<file path="src/rtl/ipc_mbx_pkg.sv">
package ipc_mbx_pkg;

   localparam int unsigned REG_W = 32;

   // one-hot channel progress, shown in control bits [7:4]
   typedef enum logic [3:0] {
      ST_FREE = 4'h1,
      ST_HELD = 4'h2,
      ST_SENT = 4'h4,
      ST_DONE = 4'h8
   } chan_state_e;

   // word index inside a 64-byte channel window
   localparam logic [3:0] IDX_OWNER = 4'd0;
   localparam logic [3:0] IDX_FSET  = 4'd1;
   localparam logic [3:0] IDX_FCLR  = 4'd2;
   localparam logic [3:0] IDX_FSTAT = 4'd3;
   localparam logic [3:0] IDX_CTRL  = 4'd4;
   localparam logic [3:0] IDX_MASK  = 4'd5;
   localparam logic [3:0] IDX_ICLR  = 4'd6;
   localparam logic [3:0] IDX_TRIG  = 4'd7;
   localparam int unsigned IDX_MSG0 = 8;

   localparam logic [REG_W-1:0] OPEN_KEY = 32'h1ACC_E551;

endpackage

</file>
<file path="src/rtl/ipc_mbx_keylock.sv">
module ipc_mbx_keylock
   import ipc_mbx_pkg::*;
#(
   parameter logic [REG_W-1:0] KEY = OPEN_KEY
) (
   input  logic             clk,
   input  logic             rst_n,
   input  logic             wr,
   input  logic [REG_W-1:0] wdata,
   output logic             unlocked
);

   logic open_q;

   always_ff @(posedge clk) begin
      if (!rst_n)
         open_q <= 1'b0;
      else if (wr)
         open_q <= (wdata == KEY);
   end

   assign unlocked = open_q;

   p_key_opens_r4: assert property (@(posedge clk) disable iff (!rst_n)
      (wr && wdata == KEY) |=> unlocked);

   p_other_closes_r4: assert property (@(posedge clk) disable iff (!rst_n)
      (wr && wdata != KEY) |=> !unlocked);

   p_hold_r4: assert property (@(posedge clk) disable iff (!rst_n)
      !wr |=> $stable(unlocked));

endmodule

</file>
<file path="src/rtl/ipc_mbx_channel.sv">
module ipc_mbx_channel
   import ipc_mbx_pkg::*;
#(
   parameter int unsigned NUM_SRC    = 4,
   parameter int unsigned ID_W       = 6,
   parameter int unsigned DATA_WORDS = 8
) (
   input  logic               clk,
   input  logic               rst_n,
   input  logic               unlocked,
   input  logic               wr_en,
   input  logic [3:0]         wr_idx,
   input  logic [REG_W-1:0]   wdata,
   input  logic [3:0]         rd_idx,
   output logic [REG_W-1:0]   rdata,
   output logic [NUM_SRC-1:0] irq
);

   localparam int unsigned HI_W = REG_W - NUM_SRC;

   chan_state_e        state_q, state_d;
   logic [NUM_SRC-1:0] owner_q, owner_d;
   logic [NUM_SRC-1:0] irq_q, irq_d;
   logic [ID_W-1:0]    mask_q, mask_d;
   logic               self_q, self_d;
   logic [REG_W-1:0]   flag_q, flag_d;
   logic [REG_W-1:0]   msg_q [DATA_WORDS];

   logic [NUM_SRC-1:0] wid;
   logic [NUM_SRC-1:0] open_lines;
   logic               id_ok;
   logic               by_owner;

   assign wid        = wdata[NUM_SRC-1:0];
   assign id_ok      = (wdata[REG_W-1:NUM_SRC] == '0) && $onehot(wid);
   assign by_owner   = id_ok && (state_q != ST_FREE) && (wid == owner_q);
   assign open_lines = ~mask_q[NUM_SRC-1:0];

   always_comb begin
      state_d = state_q;
      owner_d = owner_q;
      irq_d   = irq_q;
      mask_d  = mask_q;
      self_d  = self_q;
      flag_d  = flag_q;

      // self-answer one cycle after delivery
      if (state_q == ST_SENT && self_q) begin
         state_d = ST_DONE;
         irq_d   = irq_q | (owner_q & open_lines);
      end

      if (wr_en) begin
         case (wr_idx)
            IDX_OWNER: begin
               if (state_q == ST_FREE && id_ok) begin
                  state_d = ST_HELD;
                  owner_d = wid;
               end else if (by_owner) begin
                  state_d = ST_FREE;
                  owner_d = '0;
                  irq_d   = '0;
               end
            end
            IDX_FSET: flag_d = flag_q | wdata;
            IDX_FCLR: flag_d = flag_q & ~wdata;
            IDX_CTRL: if (unlocked) self_d = wdata[0];
            IDX_MASK: if (unlocked) mask_d = wdata[ID_W-1:0];
            IDX_ICLR: begin
               if (by_owner && state_q == ST_DONE)
                  irq_d = irq_d & ~owner_q;
               else if (id_ok && state_q != ST_FREE && !by_owner)
                  irq_d = irq_d & ~wid;
            end
            IDX_TRIG: begin
               if (by_owner && state_q == ST_HELD) begin
                  state_d = ST_SENT;
                  irq_d   = open_lines & ~owner_q;
               end else if (state_q == ST_SENT && !self_q && id_ok &&
                            !by_owner && ((wid & irq_q) != '0)) begin
                  state_d = ST_DONE;
                  irq_d   = owner_q & open_lines;
               end
            end
            default: ;
         endcase
      end
   end

   always_ff @(posedge clk) begin
      if (!rst_n) begin
         state_q <= ST_FREE;
         owner_q <= '0;
         irq_q   <= '0;
         mask_q  <= '0;
         self_q  <= 1'b0;
         flag_q  <= '0;
      end else begin
         state_q <= state_d;
         owner_q <= owner_d;
         irq_q   <= irq_d;
         mask_q  <= mask_d;
         self_q  <= self_d;
         flag_q  <= flag_d;
      end
   end

   for (genvar k = 0; k < DATA_WORDS; k++) begin : g_msg
      always_ff @(posedge clk) begin
         if (!rst_n)
            msg_q[k] <= '0;
         else if (wr_en && wr_idx == 4'(IDX_MSG0 + k) && state_q == ST_HELD)
            msg_q[k] <= wdata;
      end
   end

   always_comb begin
      rdata = '0;
      case (rd_idx)
         IDX_OWNER: rdata = {{HI_W{1'b0}}, owner_q};
         IDX_FSTAT: rdata = flag_q;
         IDX_CTRL:  rdata = {{(REG_W-8){1'b0}}, state_q, 3'b000, self_q};
         IDX_MASK:  rdata = {{(REG_W-ID_W){1'b0}}, mask_q};
         default: begin
            for (int k = 0; k < DATA_WORDS; k++)
               if (rd_idx == 4'(IDX_MSG0 + k)) rdata = msg_q[k];
         end
      endcase
   end

   assign irq = irq_q;

   p_owner_onehot_r2: assert property (@(posedge clk) disable iff (!rst_n)
      (state_q != ST_FREE) |-> $onehot(owner_q));

   p_owner_kept_r3: assert property (@(posedge clk) disable iff (!rst_n)
      (state_q != ST_FREE) |=> (state_q == ST_FREE) || $stable(owner_q));

   p_locked_mask_r4: assert property (@(posedge clk) disable iff (!rst_n)
      (wr_en && !unlocked && wr_idx == IDX_MASK) |=> $stable(mask_q));

   p_sent_from_held_r7: assert property (@(posedge clk) disable iff (!rst_n)
      $rose(state_q == ST_SENT) |-> $past(state_q) == ST_HELD);

   p_self_answer_r8: assert property (@(posedge clk) disable iff (!rst_n)
      (state_q == ST_SENT && self_q && !wr_en) |=> state_q == ST_DONE);

   p_free_quiet_r11: assert property (@(posedge clk) disable iff (!rst_n)
      (state_q == ST_FREE) |-> (irq_q == '0 && owner_q == '0));

endmodule

</file>
<file path="src/rtl/ipc_mbx_irq_map.sv">
module ipc_mbx_irq_map #(
   parameter int unsigned NUM_CH  = 4,
   parameter int unsigned NUM_SRC = 4
) (
   input  logic [NUM_CH*NUM_SRC-1:0] ch_irq,
   output logic [NUM_SRC*NUM_CH-1:0] status,
   output logic [NUM_SRC-1:0]        irq_out
);

   for (genvar p = 0; p < NUM_SRC; p++) begin : g_proc
      for (genvar c = 0; c < NUM_CH; c++) begin : g_chan
         assign status[p*NUM_CH + c] = ch_irq[c*NUM_SRC + p];
      end
      assign irq_out[p] = |status[p*NUM_CH +: NUM_CH];
   end

endmodule

</file>
<file path="src/rtl/ipc_mbx.sv">
module ipc_mbx
   import ipc_mbx_pkg::*;
#(
   parameter int unsigned NUM_CH     = 4,
   parameter int unsigned NUM_SRC    = 4,
   parameter int unsigned ID_W       = 6,
   parameter int unsigned DATA_WORDS = 8,
   parameter int unsigned ADDR_W     = 12
) (
   input  logic               clk,
   input  logic               rst_n,
   input  logic [ADDR_W-1:0]  bus_addr,
   input  logic               bus_wr,
   input  logic [REG_W-1:0]   bus_wdata,
   output logic [REG_W-1:0]   bus_rdata,
   output logic [NUM_SRC-1:0] irq_out
);

   localparam logic [9:0] KEY_WORD = 10'h280;  // byte 0xA00

   if (NUM_CH < 1 || NUM_CH > 32) begin : g_bad_ch
      $error("NUM_CH must lie in 1..32");
   end
   if (NUM_SRC < 1 || NUM_SRC > ID_W || ID_W > 8) begin : g_bad_src
      $error("NUM_SRC must lie in 1..ID_W and ID_W may not exceed 8");
   end
   if (DATA_WORDS < 1 || DATA_WORDS > 8) begin : g_bad_msg
      $error("DATA_WORDS must lie in 1..8");
   end
   if (ADDR_W < 12) begin : g_bad_addr
      $error("ADDR_W must be at least 12");
   end

   logic [ADDR_W-1:0] hi_part;
   logic              hi_zero;
   logic              win_hit;
   logic              stat_hit;
   logic              key_hit;
   logic [4:0]        ch_sel;
   logic [4:0]        stat_sel;
   logic [3:0]        idx;
   logic              unlocked;
   logic              unused_addr;

   assign hi_part     = bus_addr >> 12;
   assign hi_zero     = (hi_part == '0);
   assign win_hit     = hi_zero && !bus_addr[11];
   assign stat_hit    = hi_zero && (bus_addr[11:8] == 4'h8) && !bus_addr[2];
   assign key_hit     = hi_zero && (bus_addr[11:2] == KEY_WORD);
   assign ch_sel      = bus_addr[10:6];
   assign stat_sel    = bus_addr[7:3];
   assign idx         = bus_addr[5:2];
   assign unused_addr = ^bus_addr[1:0];

   ipc_mbx_keylock #(.KEY(OPEN_KEY)) u_key (
      .clk      (clk),
      .rst_n    (rst_n),
      .wr       (bus_wr && key_hit),
      .wdata    (bus_wdata),
      .unlocked (unlocked)
   );

   logic [REG_W-1:0]          ch_rdata [NUM_CH];
   logic [NUM_CH*NUM_SRC-1:0] ch_irq;
   logic [NUM_SRC*NUM_CH-1:0] status;

   for (genvar c = 0; c < NUM_CH; c++) begin : g_ch
      ipc_mbx_channel #(
         .NUM_SRC    (NUM_SRC),
         .ID_W       (ID_W),
         .DATA_WORDS (DATA_WORDS)
      ) u_chan (
         .clk      (clk),
         .rst_n    (rst_n),
         .unlocked (unlocked),
         .wr_en    (bus_wr && win_hit && ch_sel == 5'(c)),
         .wr_idx   (idx),
         .wdata    (bus_wdata),
         .rd_idx   (idx),
         .rdata    (ch_rdata[c]),
         .irq      (ch_irq[c*NUM_SRC +: NUM_SRC])
      );
   end

   ipc_mbx_irq_map #(.NUM_CH(NUM_CH), .NUM_SRC(NUM_SRC)) u_map (
      .ch_irq  (ch_irq),
      .status  (status),
      .irq_out (irq_out)
   );

   always_comb begin
      bus_rdata = '0;
      if (key_hit)
         bus_rdata = {{(REG_W-1){1'b0}}, unlocked};
      for (int c = 0; c < NUM_CH; c++)
         if (win_hit && ch_sel == 5'(c)) bus_rdata = ch_rdata[c];
      for (int p = 0; p < NUM_SRC; p++)
         if (stat_hit && stat_sel == 5'(p))
            bus_rdata = {{(REG_W-NUM_CH){1'b0}}, status[p*NUM_CH +: NUM_CH]};
   end

endmodule

</file>
<file path="config.mk">
export PLATFORM = sky130hd
export DESIGN_NAME = ipc_mbx
export DESIGN_NICKNAME = d
export VERILOG_FILES = /design/src/rtl/ipc_mbx_pkg.sv /design/src/rtl/ipc_mbx_keylock.sv /design/src/rtl/ipc_mbx_channel.sv /design/src/rtl/ipc_mbx_irq_map.sv /design/src/rtl/ipc_mbx.sv
export SDC_FILE = /design/constraint.sdc
export NUM_CORES = 2
export LEC_CHECK = 0
export BUFFER_PORTS_ARGS = -buffer_cell sky130_fd_sc_hd__buf_2
export CAP_MARGIN = 30
export CORE_MARGIN = 5
export CORE_UTILIZATION = 45
export CTS_CLUSTER_DIAMETER = 60
export CTS_CLUSTER_SIZE = 16
export DETAILED_ROUTE_END_ITERATION = 10
export HOLD_SLACK_MARGIN = 0.05
export SETUP_SLACK_MARGIN = 0.05
export SKIP_LAST_GASP = 1
export SLEW_MARGIN = 20
export SYNTH_ARGS = -nofsm -noshare
export SYNTH_HDL_FRONTEND = slang
export SYNTH_SLANG_ARGS = --single-unit
export TNS_END_PERCENT = 10
</file>
<file path="constraint.sdc">
create_clock -name clk -period 4.7 [get_ports clk]
set_input_delay 0.235 -clock clk [delete_from_list [all_inputs] [get_ports clk]]
set_output_delay 0.235 -clock clk [all_outputs]
set_load 0.1 [all_outputs]
</file>
==> run_results.csv <==
group,metric,value,unit
floorplan,coreArea,126000,µm²
final_layout,fillCellCount,10900,
clock_tree,clk_pin_slew,70,ps
yosys,synth-async-reset-ratio,0,%
sta,slew_violations,0,
yosys,synth-edff-count,1024,
placement,numPortBuffers,80,
floorplan,die_h,366,µm
sta,finalCritPeriodShare,89.1,%
power,peakVddDrop,258,µV
yosys,synthTopCellsByArea,"edfxtp_1, and2_1, dfxtp_1, a21oi_1, a22oi_1",
placement,gp_congestion,0.909,
floorplan,rows,130,
sta,slew-limit-headroom,21.6,%
yosys,synth_seq_cells,1229,
final_layout,final_core_util,51.1,%
final_layout,layout-drive-gt1-share,13.6,%
final_layout,ff_latch_area,34900,µm²
worst_hold_path,min_path_type,"input port to flop",
yosys,yosysMostFrequentCell,"edfxtp_1",
clock_tree,htree_levels,3,
critical_path,path_class,"input port to output pin",
floorplan,ios,83,
grt,grt_max_degree,151,
floorplan,start_util,45.3,%
yosys,synth_cells,4885,
sta,rsz0062_at_grt,"no",
outcome,status,"completed",
final_layout,syn_to_final_growth,12.7,%
clock_tree,cts_buffer_depth,3,
critical_path,crit_arrival,3950,ps
clock_tree,cts-root-buf,"clkbuf_16",
critical_path,rrSetupSlack,1480,ps
power,power_leakage,22.0,nW
critical_path,start_kind,"input port",
yosys,syn_nets,4938,
yosys,synth_top_area_cell,"edfxtp_1",
yosys,postSynthAreaPerCell,11.7,µm²
grt,grt_overflow,0,
placement,dp_hpwl,130000,µm
sta,holdWs,122,ps
sta,setup_violations,0,
yosys,synth_warnings,0,
clock_tree,post_cts_buffers,0,
clock_tree,tritoncts,"built",
final_layout,multi_input_area,20500,µm²
critical_path,cp-end-kind,"output pin",
sta,timing.fmax,239,MHz
grt,grt_antenna_before_repair,6,
grt,grt_pass1_vias,40600,
sta,skew,39.4,ps
final_layout,nets,4851,
clock_tree,clk_latency,720,ps
routing,dr.pass1.iters,6,
routing,vias_per_cell,6.64,
routing,finalWirelength,215000,µm
sta,worst_slew_pin_slew,1180,ps
grt,grt_use_total,31.1,%
critical_path,cp_data_required_time,4470,ps
routing,ant_nets,0,
routing,num_vias,43400,
critical_path,crit_path_max_fanout,33,
sta,hold_viol,0,
final_layout,final_cells,6535,
power,power_per_cell_area,356,nW/µm²
yosys,synthDistinctLibCells,96,
placement,placed_cells,6334,
clock_tree,cts.sink_count,1229,
placement,place_area,60600,µm²
grt,grt_pass1_wl,306000,µm
flow_run,drv_cap,0,
routing,drc,0,
yosys,ys.flop_type,"edfxtp_1",
yosys,synth_top_area_share,54.0,%
routing,drt_iter0_drc,7126,
yosys,synth_area,57000,µm²
yosys,ys_top_cells_by_count,"edfxtp_1, and2_1, clkbuf_1",
final_layout,finalInstanceArea,64200,µm²
clock_tree,numCtsBuffers,107,
floorplan,die_w,366,µm
floorplan,dieArea,134000,µm²
sta,period_needed,4190,ps
routing,wl_per_cell,32.9,µm
yosys,yosysSeqAreaShare,61.2,%
sta,setup_tns,0,ps
==> critical path, cell delays in order <==
cell	delay [ps]
buf_4	430
nor2b_1	180
xnor2_1	400
and2_1	880
buf_4	310
a211oi_1	110
a211oi_1	390
nor4_1	100
buf_4	170
a311oi_1	290
buf_4	210
buf_12	170
==> power by group <==
group / internal, mW / total [mW] / switching, mW
registers: 12.0 / 12.1 / 0.0819
logic: 0.352 / 1.59 / 1.23
clock network: 4.77 / 9.13 / 4.36
==> kinds of logic (layout without fill, tap and decap cells) <==
group           Yosys count  in the layout  share of synthesized area (%)
simple gates           1733           1733                           17.5
flops                  1229           1229                           61.2
compound gates         1257           1257                           15.1
buf+inv                 561            559                           3.94
other cells               0              2                              0
mux                      82             82                           1.85
fa+ha+maj                 6              6                          0.145
xor+xnor                 17             17                          0.261
==> placed cells by master (no fill, tap or decap), types with 112 or more instances in the layout <==
master,netlist,routed
edfxtp_1,1024,1024
and2_1,946,946
a21oi_1,329,329
buf_4,0,218
a22oi_1,217,217
dfxtp_1,205,205
nand2_1,206,202
o21ai_0,183,151
nor3_1,137,134
a311oi_1,133,133
nor2_1,151,116
clkbuf_16,0,112
==> through the flow <==
| step | power, mW | worst slack, ps |
|---|---|---|
| detailed placement | 13.9 | 639 |
| floorplan | 13.1 | 99.9 |
| global placement | 13.9 | 671 |
| CTS | 22.8 | 619 |
| global route | 23.4 | 529 |
| finish | 22.8 | 514 |
==> worst paths after layout <==
path / startpoint / end / cells after the start
setup / recovery: bus_addr[4] / bus_rdata[19] / 12
setup reg to reg: g_ch[3].u_chan.state_q[0]$_SDFF_PN1_ / g_ch[3].u_chan.msg_q[0][88]$_SDFFCE_PN0P_ / 4
hold reg to reg: g_ch[2].u_chan.mask_q[4]$_SDFFE_PN0P_ / g_ch[2].u_chan.mask_q[4]$_SDFFE_PN0P_ / 2
hold / removal: bus_addr[9] / u_key.unlocked$_SDFFE_PN0P_ / 5
==> cell type report <==
cell class | instances | share of cell area [%]
tap | 1650 | 3.22
multi-input combinational | 3095 | 31.9
inverter | 31 | 0.189
clock buffer | 136 | 4.60
clock inverter | 58 | 0.901
sequential | 1229 | 54.3
timing repair buffer | 334 | 4.85
antenna | 2 | 0.00780
==> timing repair <==
| item | 4_1_cts | 5_1_grt |
|---|---|---|
| hold buffers | 3 | 1 |
| hold endpoints to repair | 8 | 2 |
| gates resized for setup | 0 | 0 |
==> routing by layer <==
metal,up-vias,routed length [µm],global-route usage [%]
met4,4,8400,11.1
li1,18200,-,-
met2,2885,95100,47.1
met1,21900,85700,44.7
met3,415,25900,6.13
met5,-,23,0
Note: power is estimated with default switching activity, not from simulation.
